[src/rtl/mcc_pkg.sv]
// Package: shared types for the debug-transparent memory cycle counter.
// Assumes: nothing beyond IEEE 1800-2017 packages.
package mcc_pkg;

    // Default width of the cycle count.
    localparam int DEFAULT_CNT_W = 32;

    // Per-cycle action handed from the top-level decode to the counter.
    typedef enum logic [1:0] {
        ACT_HOLD  = 2'd0,
        ACT_INC   = 2'd1,
        ACT_CLEAR = 2'd2
    } cnt_action_e;

endpackage

[src/rtl/mcc_ack_gate.sv]
// Module: mcc_ack_gate
// Derives the count enable from the debug-acknowledge line with a one-cycle
// skew. The enable for a cycle is low only when acknowledge was high in both
// of the two preceding cycles. This lets the access just after the rising
// edge through and holds the count through the falling cycle.
// Assumes: dbg_ack is synchronous to clk.
module mcc_ack_gate (
    input  logic clk,
    input  logic rst_n,
    input  logic dbg_ack,
    output logic ack_q,
    output logic cnt_en
);

    // Delayed copy of acknowledge, used for edge-relative timing.
    always_ff @(posedge clk) begin
        if (!rst_n) ack_q <= 1'b0;
        else        ack_q <= dbg_ack;
    end

    // Registered enable: drops only after two consecutive high acknowledge cycles.
    always_ff @(posedge clk) begin
        if (!rst_n) cnt_en <= 1'b1;
        else        cnt_en <= !(dbg_ack && ack_q);
    end

endmodule

[src/rtl/mcc_sat_counter.sv]
// Module: mcc_sat_counter
// A W-bit counter that performs the action selected for each cycle: hold,
// saturating increment or clear.
// Assumes: action is decoded combinationally and stable at the clock edge.
module mcc_sat_counter
    import mcc_pkg::*;
#(
    parameter int W = DEFAULT_CNT_W
) (
    input  logic        clk,
    input  logic        rst_n,
    input  cnt_action_e action,
    output logic [W-1:0] count
);

    localparam logic [W-1:0] CNT_MAX = {W{1'b1}};

    // Count register: reset, clear, saturating increment or hold.
    always_ff @(posedge clk) begin
        if (!rst_n) begin
            count <= '0;
        end else begin
            unique case (action)
                ACT_CLEAR: count <= '0;
                ACT_INC:   if (count != CNT_MAX) count <= count + 1'b1;
                default:   count <= count;
            endcase
        end
    end

    // an increment below the ceiling adds exactly one.
    a_r1_increment: assert property (@(posedge clk) disable iff (!rst_n)
        (action == ACT_INC && count != CNT_MAX) |=> count == $past(count) + 1'b1);

    // clear yields zero in the next cycle.
    a_r6_clear_zero: assert property (@(posedge clk) disable iff (!rst_n)
        (action == ACT_CLEAR) |=> count == '0);

    // the ceiling is sticky until a clear.
    a_r7_saturate: assert property (@(posedge clk) disable iff (!rst_n)
        (count == CNT_MAX && action != ACT_CLEAR) |=> count == CNT_MAX);

    // reset drives the count to zero.
    a_r8_reset_zero: assert property (@(posedge clk)
        (!rst_n) |=> count == '0);

endmodule

[src/rtl/memcyc_counter.sv]
// Module: memcyc_counter (top)
// Counts memory-access cycles and excludes debug-induced traffic, using a
// skewed enable derived from debug acknowledge.
// Assumes: all inputs are synchronous to clk. dbg_ack is held high through
// every debug access that must be excluded.
module memcyc_counter
    import mcc_pkg::*;
#(
    parameter int CNT_W = DEFAULT_CNT_W
) (
    input  logic             clk,
    input  logic             rst_n,
    input  logic             mreq_n,
    input  logic             dbg_ack,
    input  logic             clear,
    output logic [CNT_W-1:0] count
);

    localparam logic [CNT_W-1:0] CNT_MAX = {CNT_W{1'b1}};

    logic        ack_q;
    logic        cnt_en;
    cnt_action_e action;

    mcc_ack_gate u_gate (
        .clk     (clk),
        .rst_n   (rst_n),
        .dbg_ack (dbg_ack),
        .ack_q   (ack_q),
        .cnt_en  (cnt_en)
    );

    // Per-cycle action select: clear first, then enabled access, else hold.
    always_comb begin
        if (clear)                  action = ACT_CLEAR;
        else if (cnt_en && !mreq_n) action = ACT_INC;
        else                        action = ACT_HOLD;
    end

    mcc_sat_counter #(.W(CNT_W)) u_cnt (
        .clk    (clk),
        .rst_n  (rst_n),
        .action (action),
        .count  (count)
    );

    // two high acknowledge cycles in a row freeze the count one cycle later.
    a_r2_frozen_in_debug: assert property (@(posedge clk) disable iff (!rst_n)
        (dbg_ack && ack_q) |-> ##2 ($stable(count) || $past(clear)));

    // once acknowledge was low in the previous cycle, an access counts.
    a_r3_resume_after_fall: assert property (@(posedge clk) disable iff (!rst_n)
        (!ack_q && !mreq_n && !clear && count != CNT_MAX)
        |=> count == $past(count) + 1'b1);

endmodule

[config.mk]
export PLATFORM = sky130hd
export DESIGN_NAME = memcyc_counter
export DESIGN_NICKNAME = d
export VERILOG_FILES = /design/src/rtl/mcc_pkg.sv /design/src/rtl/mcc_ack_gate.sv /design/src/rtl/mcc_sat_counter.sv /design/src/rtl/memcyc_counter.sv
export SDC_FILE = /design/constraint.sdc
export NUM_CORES = 1
export LEC_CHECK = 0
export ABC_AREA = 1
export BUFFER_PORTS_ARGS = -buffer_cell sky130_fd_sc_hd__buf_2
export CORE_MARGIN = 2
export CORE_UTILIZATION = 51
export DETAILED_ROUTE_END_ITERATION = 12
export GPL_ROUTABILITY_DRIVEN = 0
export PLACE_DENSITY = 0.73
export SETUP_SLACK_MARGIN = 0.3
export SYNTH_ARGS = -nofsm -noshare
export SYNTH_HDL_FRONTEND = slang
export SYNTH_SLANG_ARGS = --single-unit
export TNS_END_PERCENT = 1
[constraint.sdc]
create_clock -name clk -period 2.1 [get_ports clk]
set_input_delay 0.42 -clock clk [delete_from_list [all_inputs] [get_ports clk]]
set_output_delay 0.42 -clock clk [all_outputs]
set_load 0.005 [all_outputs]
==> results of run 1 <==
[layout by cell type (no fill, tap or decap), types with 2 or more instances in the layout]
master and count:
a21oi_1 24, a21oi_2 2, buf_2 36, buf_4 15, clkbuf_8 6, dfxtp_1 30, dfxtp_2 3, inv_1 40
nand2_1 124, nand2_2 3, nand2_4 3, nand2_8 2, nand3_1 55, nor2_1 58, nor2_2 12, nor2_4 2
nor3_1 2, o21ai_0 5, o31ai_1 2
[flip-flops by register name, summed over array words and instances, names as in the netlist]
name	count
u_cnt.count	32
u_gate.ack_q	1
u_gate.cnt_en	1
[metrics by stage]
stage          total power, mW  cell area (µm²)  utilization, %  std cells  setup slack [ns]
3_3_place_gp             0.812             2520            58.7        475             0.307
2_1_floorplan            0.773             2240               -        384             0.447
6_report                  1.33             2710            63.1        487             0.371
4_1_cts                   1.32             2630            61.2        483             0.317
3_5_place_dp             0.814             2520            58.7        475             0.227
5_1_grt                   1.38             2710            63.1        487             0.260
[area by class of cell]
| type | instances | area (µm²) |
|---|---|---|
| well taps | 52 | 65.1 |
| flip-flops and latches | 34 | 688 |
| multi-input cells | 300 | 1400 |
| fillers | 438 | 1590 |
| repair buffers | 52 | 313 |
| clock buffers | 7 | 86.3 |
| clock inverters | 1 | 5.00 |
| inverters | 41 | 154 |
[critical path: cells and delay by family (launching register included)]
family	cells	cell delay, ns
and+or+nand+nor	8	0.89
DFF	1	0.37
adders and majority gates	1	0.20
AOI/OAI and AO/OA	1	0.17
[per-layer routing]
layer / vias up / GRT usage [%] / wire length (µm)
met1: 1223 / 33.8 / 2850
met4: 0 / 8.12 / 128
met3: 15 / 4.91 / 483
met5: - / 0 / 0
met2: 120 / 46.8 / 3240
li1: 1313 / - / -
[timing repair]
| item | in CTS | in global routing |
|---|---|---|
| buffers inserted | 0 | 3 |
| pin swaps | 2 | 4 |
| resized for setup | 5 | 13 |
| endpoints found under the setup margin | 29 | 30 |
| cloned | 0 | 1 |
[worst max path at each step]
stage	cells past startpoint	slack (ns)	endpoint
after detailed placement	10	0.23	u_cnt.count[6]$_SDFFE_PN0P_
final	10	0.37	u_cnt.count[16]$_SDFFE_PN0P_
after floorplan	11	0.45	u_cnt.count[8]$_SDFFE_PN0P_
after global routing	9	0.26	u_cnt.count[8]$_SDFFE_PN0P_
after CTS	10	0.32	u_cnt.count[6]$_SDFFE_PN0P_
after global placement	10	0.31	u_cnt.count[4]$_SDFFE_PN0P_
[power groups by stage]
stage	logic, mW	clock network, mW	registers (mW)
2_1_floorplan	0.0917	0	0.682
3_3_place_gp	0.128	0	0.683
3_5_place_dp	0.131	0	0.683
4_1_cts	0.134	0.521	0.669
5_1_grt	0.164	0.546	0.670
6_report	0.149	0.517	0.668
[kinds of logic (layout without fill, tap and decap cells)]
| logic type | count (synthesis) | in the layout | share of synthesized area [%] |
|---|---|---|---|
| fa+ha+maj | 1 | 1 | 0.559 |
| buf+inv | 51 | 101 | 9.61 |
| flops | 34 | 34 | 30.4 |
| compound gates | 35 | 35 | 8.16 |
| simple gates | 263 | 264 | 51.3 |
==> flow_summary_export.csv, run 1 <==
group,metric,value,unit
critical_path,cp_common_cell,"nand2_4",
global_route,grt_pass1_vias,2284,
critical_path,crit_start,"u_cnt.count[0]$_SDFFE_PN0P_",
routing,wl_per_cell,13.8,µm
power,total_leakage_power,1.19,nW
routing,wl,6700,µm
cts,clk_pin_slew,0.08,ns
floorplanning,core,4290,µm²
floorplanning,die_h,70.3,µm
critical_path,worstSetupPathType,"reg2reg",
critical_path,critPathCaptureType,"register",
cts,numCtsBuffers,5,
critical_path,cpMaxStageDelayCell,"dfxtp_2",
logic_synthesis,async_flop_share,0,%
logic_synthesis,ys_seq_area_share,30.4,%
cts,clock_latency,0.29,ns
logic_synthesis,netlist_top_cells_count,"nand2_1, nor2_1, nand3_1",
logic_synthesis,synth_edf_count,0,
layout,drive_above_1_share,20.7,%
sta,tns,0,ns
logic_synthesis,ys_seq_elements,34,
sta,clock.fmax,0.578,GHz
run_status,status,"finished clean",
critical_path,rrSetupSlack,0.37,ns
power,p_clk_share,38.8,%
power,seq_power_share,50.1,%
critical_path,reg2regPathDepth,10,
floorplanning,rows,24,
logic_synthesis,synth_area_per_cell,5.83,µm²
worst_hold_path,hold_end,"u_gate.ack_q$_SDFF_PN0_",
logic_synthesis,synth_warnings,0,
routing,drtIter0Drc,192,
power,switching_power,0.362,mW
cts,htree_levels,2,
floorplanning,io_pins,37,
layout,num-nets-final,440,
layout,syn_to_final_growth,20.9,%
global_route,grt_pass1_wl,10800,µm
routing,drt_first_pass_iters,5,
routing,drtAntennaViolNets,0,
critical_path,r2r-end,"u_cnt.count[16]$_SDFFE_PN0P_",
worst_hold_path,hp-class,"in2reg",
floorplanning,die_x,70.3,µm
sta,min_period_over_period,82.3,%
routing,via_per_inst,5.48,
sta,clock_skew,0.00744,ns
cts,holdBufCountCts,0,
placement,port_buffers,36,
power,p_per_area,493,nW/µm²
logic_synthesis,syn_area,2240,µm²
power,p_sw_share,27.1,%
sta,setup_viol,0,
layout,antenna_cells,0,
global_route,gr-usage-all-layers,27.0,%
cts,cts_max_path_buffers,2,
floorplanning,start_util,52.2,%
power,ir_drop,0.266,mV
routing,drcViolationCount,0,
routing,routed-via-count,2671,
cts,numClockSinks,34,
placement,hpwl,4830,µm
critical_path,crit_fanout,14,
logic_synthesis,yosys-top-cells-area,"dfxtp_1, nand2_1, nand3_1, nor2_1, inv_1",
logic_synthesis,syn_nets,390,
logic_synthesis,syn_inst,384,
logic_synthesis,synthFlopType,"dfxtp_1",
power,p_int,0.973,mW
critical_path,worstPathRequired,2.29,ns
cts,cts_tree,"built",
worst_hold_path,whs_path_depth,3,
cts,cts_root_buf,"clkbuf_8",
sta,whs,0.347,ns
critical_path,cp.arrival,1.92,ns
critical_path,crit_path_cell_trace,"ha_2 > nand2_2 > nor2_4 > nand2_4 > nor2_8 > nand2_4 > nand2_8 > nand2_4 > a21oi_1 > nor2_1",
worst_hold_path,hold_start,"dbg_ack",
sta,worst_slew_pin_slew,0.472,ns
global_route,gr-total-overflow,0,
logic_synthesis,yosysMostFrequentCell,"nand2_1",
logic_synthesis,synth_cell_types,25,
critical_path,max_stage_delay,0.37,ns
logic_synthesis,synth_top_area_share,30.4,%
sta,maxSlewViolCount,0,
job,max_cap_viol_count,0,
logic_synthesis,synth.largest_area_cell,"dfxtp_1",
sta,rsz0062_at_grt,"true",
sta,fin_crit,1.73,ns
global_route,grt_max_degree,29,
sta,hold_viol,0,
global_route,antenna_found_initial,0,
critical_path,r2r-start,"u_cnt.count[0]$_SDFFE_PN0P_",
power,combPwrFrac,11.2,%
critical_path,critPathLaunchType,"register",
floorplanning,die-area,4940,µm²
sta,slew_headroom,68.4,%
Note: power is estimated with default switching activity, not from simulation.
==> inputs of run 2 (changes only) <==
ABC_AREA = 0   (was 1)
PLACE_DENSITY = 0.75   (was 0.73)
clock period = 1.6 ns   (was 2.1 ns; I/O delays follow)
==> flow_summary_export.csv, run 2 <==
group,metric,value,unit
run_status,violations,"negative setup slack",
sta,clock_skew,0.0116,ns
routing,via_per_inst,5.50,
layout,nFillCells,221,
critical_path,cp.arrival,2.13,ns
sta,min_period_over_period,118,%
logic_synthesis,yosysMostFrequentCell,"dfxtp_1",
layout,top_register,"u_cnt.count",
critical_path,rrSetupSlack,-0.29,ns
layout,syn_to_final_growth,50.9,%
routing,drtAntennaViolNets,0,
critical_path,critPathLaunchType,"register",
routing,routed-via-count,1843,
global_route,gr-total-overflow,0,
layout,layout_commonest_cell,"buf_4",
sta,hold_viol,0,
floorplanning,die_h,62.5,µm
sta,whs,0.215,ns
logic_synthesis,synthFlopType,"dfxtp_1",
logic_synthesis,netlist_top_cells_count,"dfxtp_1, or3_1, nand2_1, nor2_1",
global_route,grt_pass1_vias,1784,
placement,hpwl,3480,µm
layout,antenna_cells,0,
routing,drt_first_pass_iters,4,
global_route,grt_pass1_wl,8170,µm
critical_path,worstSetupPathType,"reg2reg",
cts,cts_tree,"built",
floorplanning,start_util,52.7,%
sta,clock.fmax,0.530,GHz
power,power,1.43,mW
critical_path,crit_fanout,23,
cts,numCtsBuffers,5,
cts,postCtsSetupBuffers,0,
run_status,status,"complete, but fails checks",
logic_synthesis,syn_inst,193,
layout,largest_reg_flops,32,
worst_hold_path,hp-class,"in2reg",
critical_path,worstPathRequired,1.84,ns
logic_synthesis,ys_seq_area_share,39.0,%
floorplanning,rows,21,
power,p_per_area,543,nW/µm²
logic_synthesis,yosys-top-cells-area,"dfxtp_1, or3_1, nand4_1, a21oi_2, o21ai_2",
routing,wl_per_cell,14.4,µm
global_route,gr-usage-all-layers,26.2,%
sta,slew_headroom,65.5,%
routing,drtIter0Drc,122,
logic_synthesis,synth_cell_types,42,
sta,final.setup.worst_slack,-0.288,ns
critical_path,crit_path_end,"u_cnt.count[27]$_SDFFE_PN0P_",
logic_synthesis,syn_area,1750,µm²
layout,finish.utilization,79.6,%
routing,wl,4820,µm
sta,rsz0062_at_grt,"true",
worst_hold_path,hold_start,"dbg_ack",
critical_path,critPathCaptureType,"register",
logic_synthesis,synth_top_area_share,39.0,%
cts,cts_root_buf,"clkbuf_4",
layout,num-nets-final,294,
cts,cts_max_path_buffers,2,
global_route,antenna_found_initial,0,
placement,placed_cells,327,
floorplanning,core,3310,µm²
layout,instances_no_fill,335,
floorplanning,io_pins,37,
routing,drcViolationCount,0,
critical_path,reg2regPathDepth,6,
logic_synthesis,async_flop_share,0,%
placement,port_buffers,36,
worst_hold_path,whs_path_depth,2,
cts,holdBufCountCts,0,
sta,worst_slew_pin_slew,0.517,ns
sta,tns,-6.05,ns
logic_synthesis,ys_seq_elements,34,
power,total_leakage_power,1.07,nW
sta,fin_crit,1.89,ns
cts,clk_pin_slew,0.11,ns
floorplanning,die_x,62.5,µm
cts,clock_latency,0.34,ns
logic_synthesis,synth_warnings,0,
layout,drive_above_1_share,53.3,%
logic_synthesis,syn_nets,199,
cts,htree_levels,2,
critical_path,r2r-start,"u_cnt.count[30]$_SDFFE_PN0P_",
logic_synthesis,synth_edf_count,0,
sta,maxSlewViolCount,0,
logic_synthesis,synth.largest_area_cell,"dfxtp_1",
sta,setup_viol,32,
layout,final_cell_mix,"buf_4, buf_2, dfxtp_1",
critical_path,crit_start,"u_cnt.count[30]$_SDFFE_PN0P_",
cts,numClockSinks,34,
logic_synthesis,synth_area_per_cell,9.04,µm²
global_route,grt_max_degree,24,
power,ir_drop,0.442,mV
job,max_cap_viol_count,0,
layout,largestRegisters,"u_cnt.count (32), u_gate.ack_q (1), u_gate.cnt_en (1)",
floorplanning,die-area,3910,µm²
critical_path,r2r-end,"u_cnt.count[27]$_SDFFE_PN0P_",
[run 2: worst min-delay path by stage]
stage                                     endpoint  slack, ns
after floorplan           u_gate.cnt_en$_SDFF_PN1_       0.34
after global placement    u_gate.cnt_en$_SDFF_PN1_       0.35
after detailed placement  u_gate.cnt_en$_SDFF_PN1_       0.36
after CTS                  u_gate.ack_q$_SDFF_PN0_       0.20
after global routing       u_gate.ack_q$_SDFF_PN0_       0.21
final                      u_gate.ack_q$_SDFF_PN0_       0.22
[run 2: final cells by class]
cell class,instances,area [µm²],share of cell area (%)
Sequential cell,34,713,27.1
Timing Repair Buffer,96,686,26.0
Multi-Input combinational cell,147,1100,41.9
Inverter,4,15.0,0.570
Clock inverter,1,5.00,0.190
Tap cell,46,57.6,2.19
Clock buffer,7,55.1,2.09
[run 2: cells by family (layout without fill, tap and decap cells)]
kind of cell	after synthesis	count (layout)	synth area share, %
simple gates	87	87	30.0
xor+xnor	11	11	5.95
fa+ha+maj	1	1	0.717
buf+inv	12	108	4.37
compound gates	48	48	20.0
flops	34	34	39.0
[run 2: per-layer routing]
metal,wire length (µm),track usage [%],vias to the layer above
met1,2100,32.1,874
met5,0,0,-
met3,252,6.67,4
met2,2430,45.2,50
met4,34,7.78,0
li1,-,-,915
[run 2: power breakdown]
part	internal [mW]	switching, mW
clock network	0.213	0.293
logic	0.0332	0.0456
registers	0.843	0.00298
total	1.09	0.342
[run 2: metrics by stage]
stage	worst slack (ns)	cell area [µm²]
floorplan	-0.377	1810
global placement	-0.278	2440
detailed placement	-0.313	2440
CTS	-0.272	2590
global route	-0.356	2630
finish	-0.288	2630
[run 2: worst max-delay path: stages, from the launching register on]
cell and delay (ns):
dfxtp_4 0.37, nand4_4 0.10, or4_4 0.61, o31ai_4 0.29, buf_12 0.21, or3_1 0.15, a21oi_2 0.06
[run 2: timing repair]
item,4_1_cts,5_1_grt
pin swaps,11,3
resized for setup,23,12
endpoints found under the setup margin,36,49
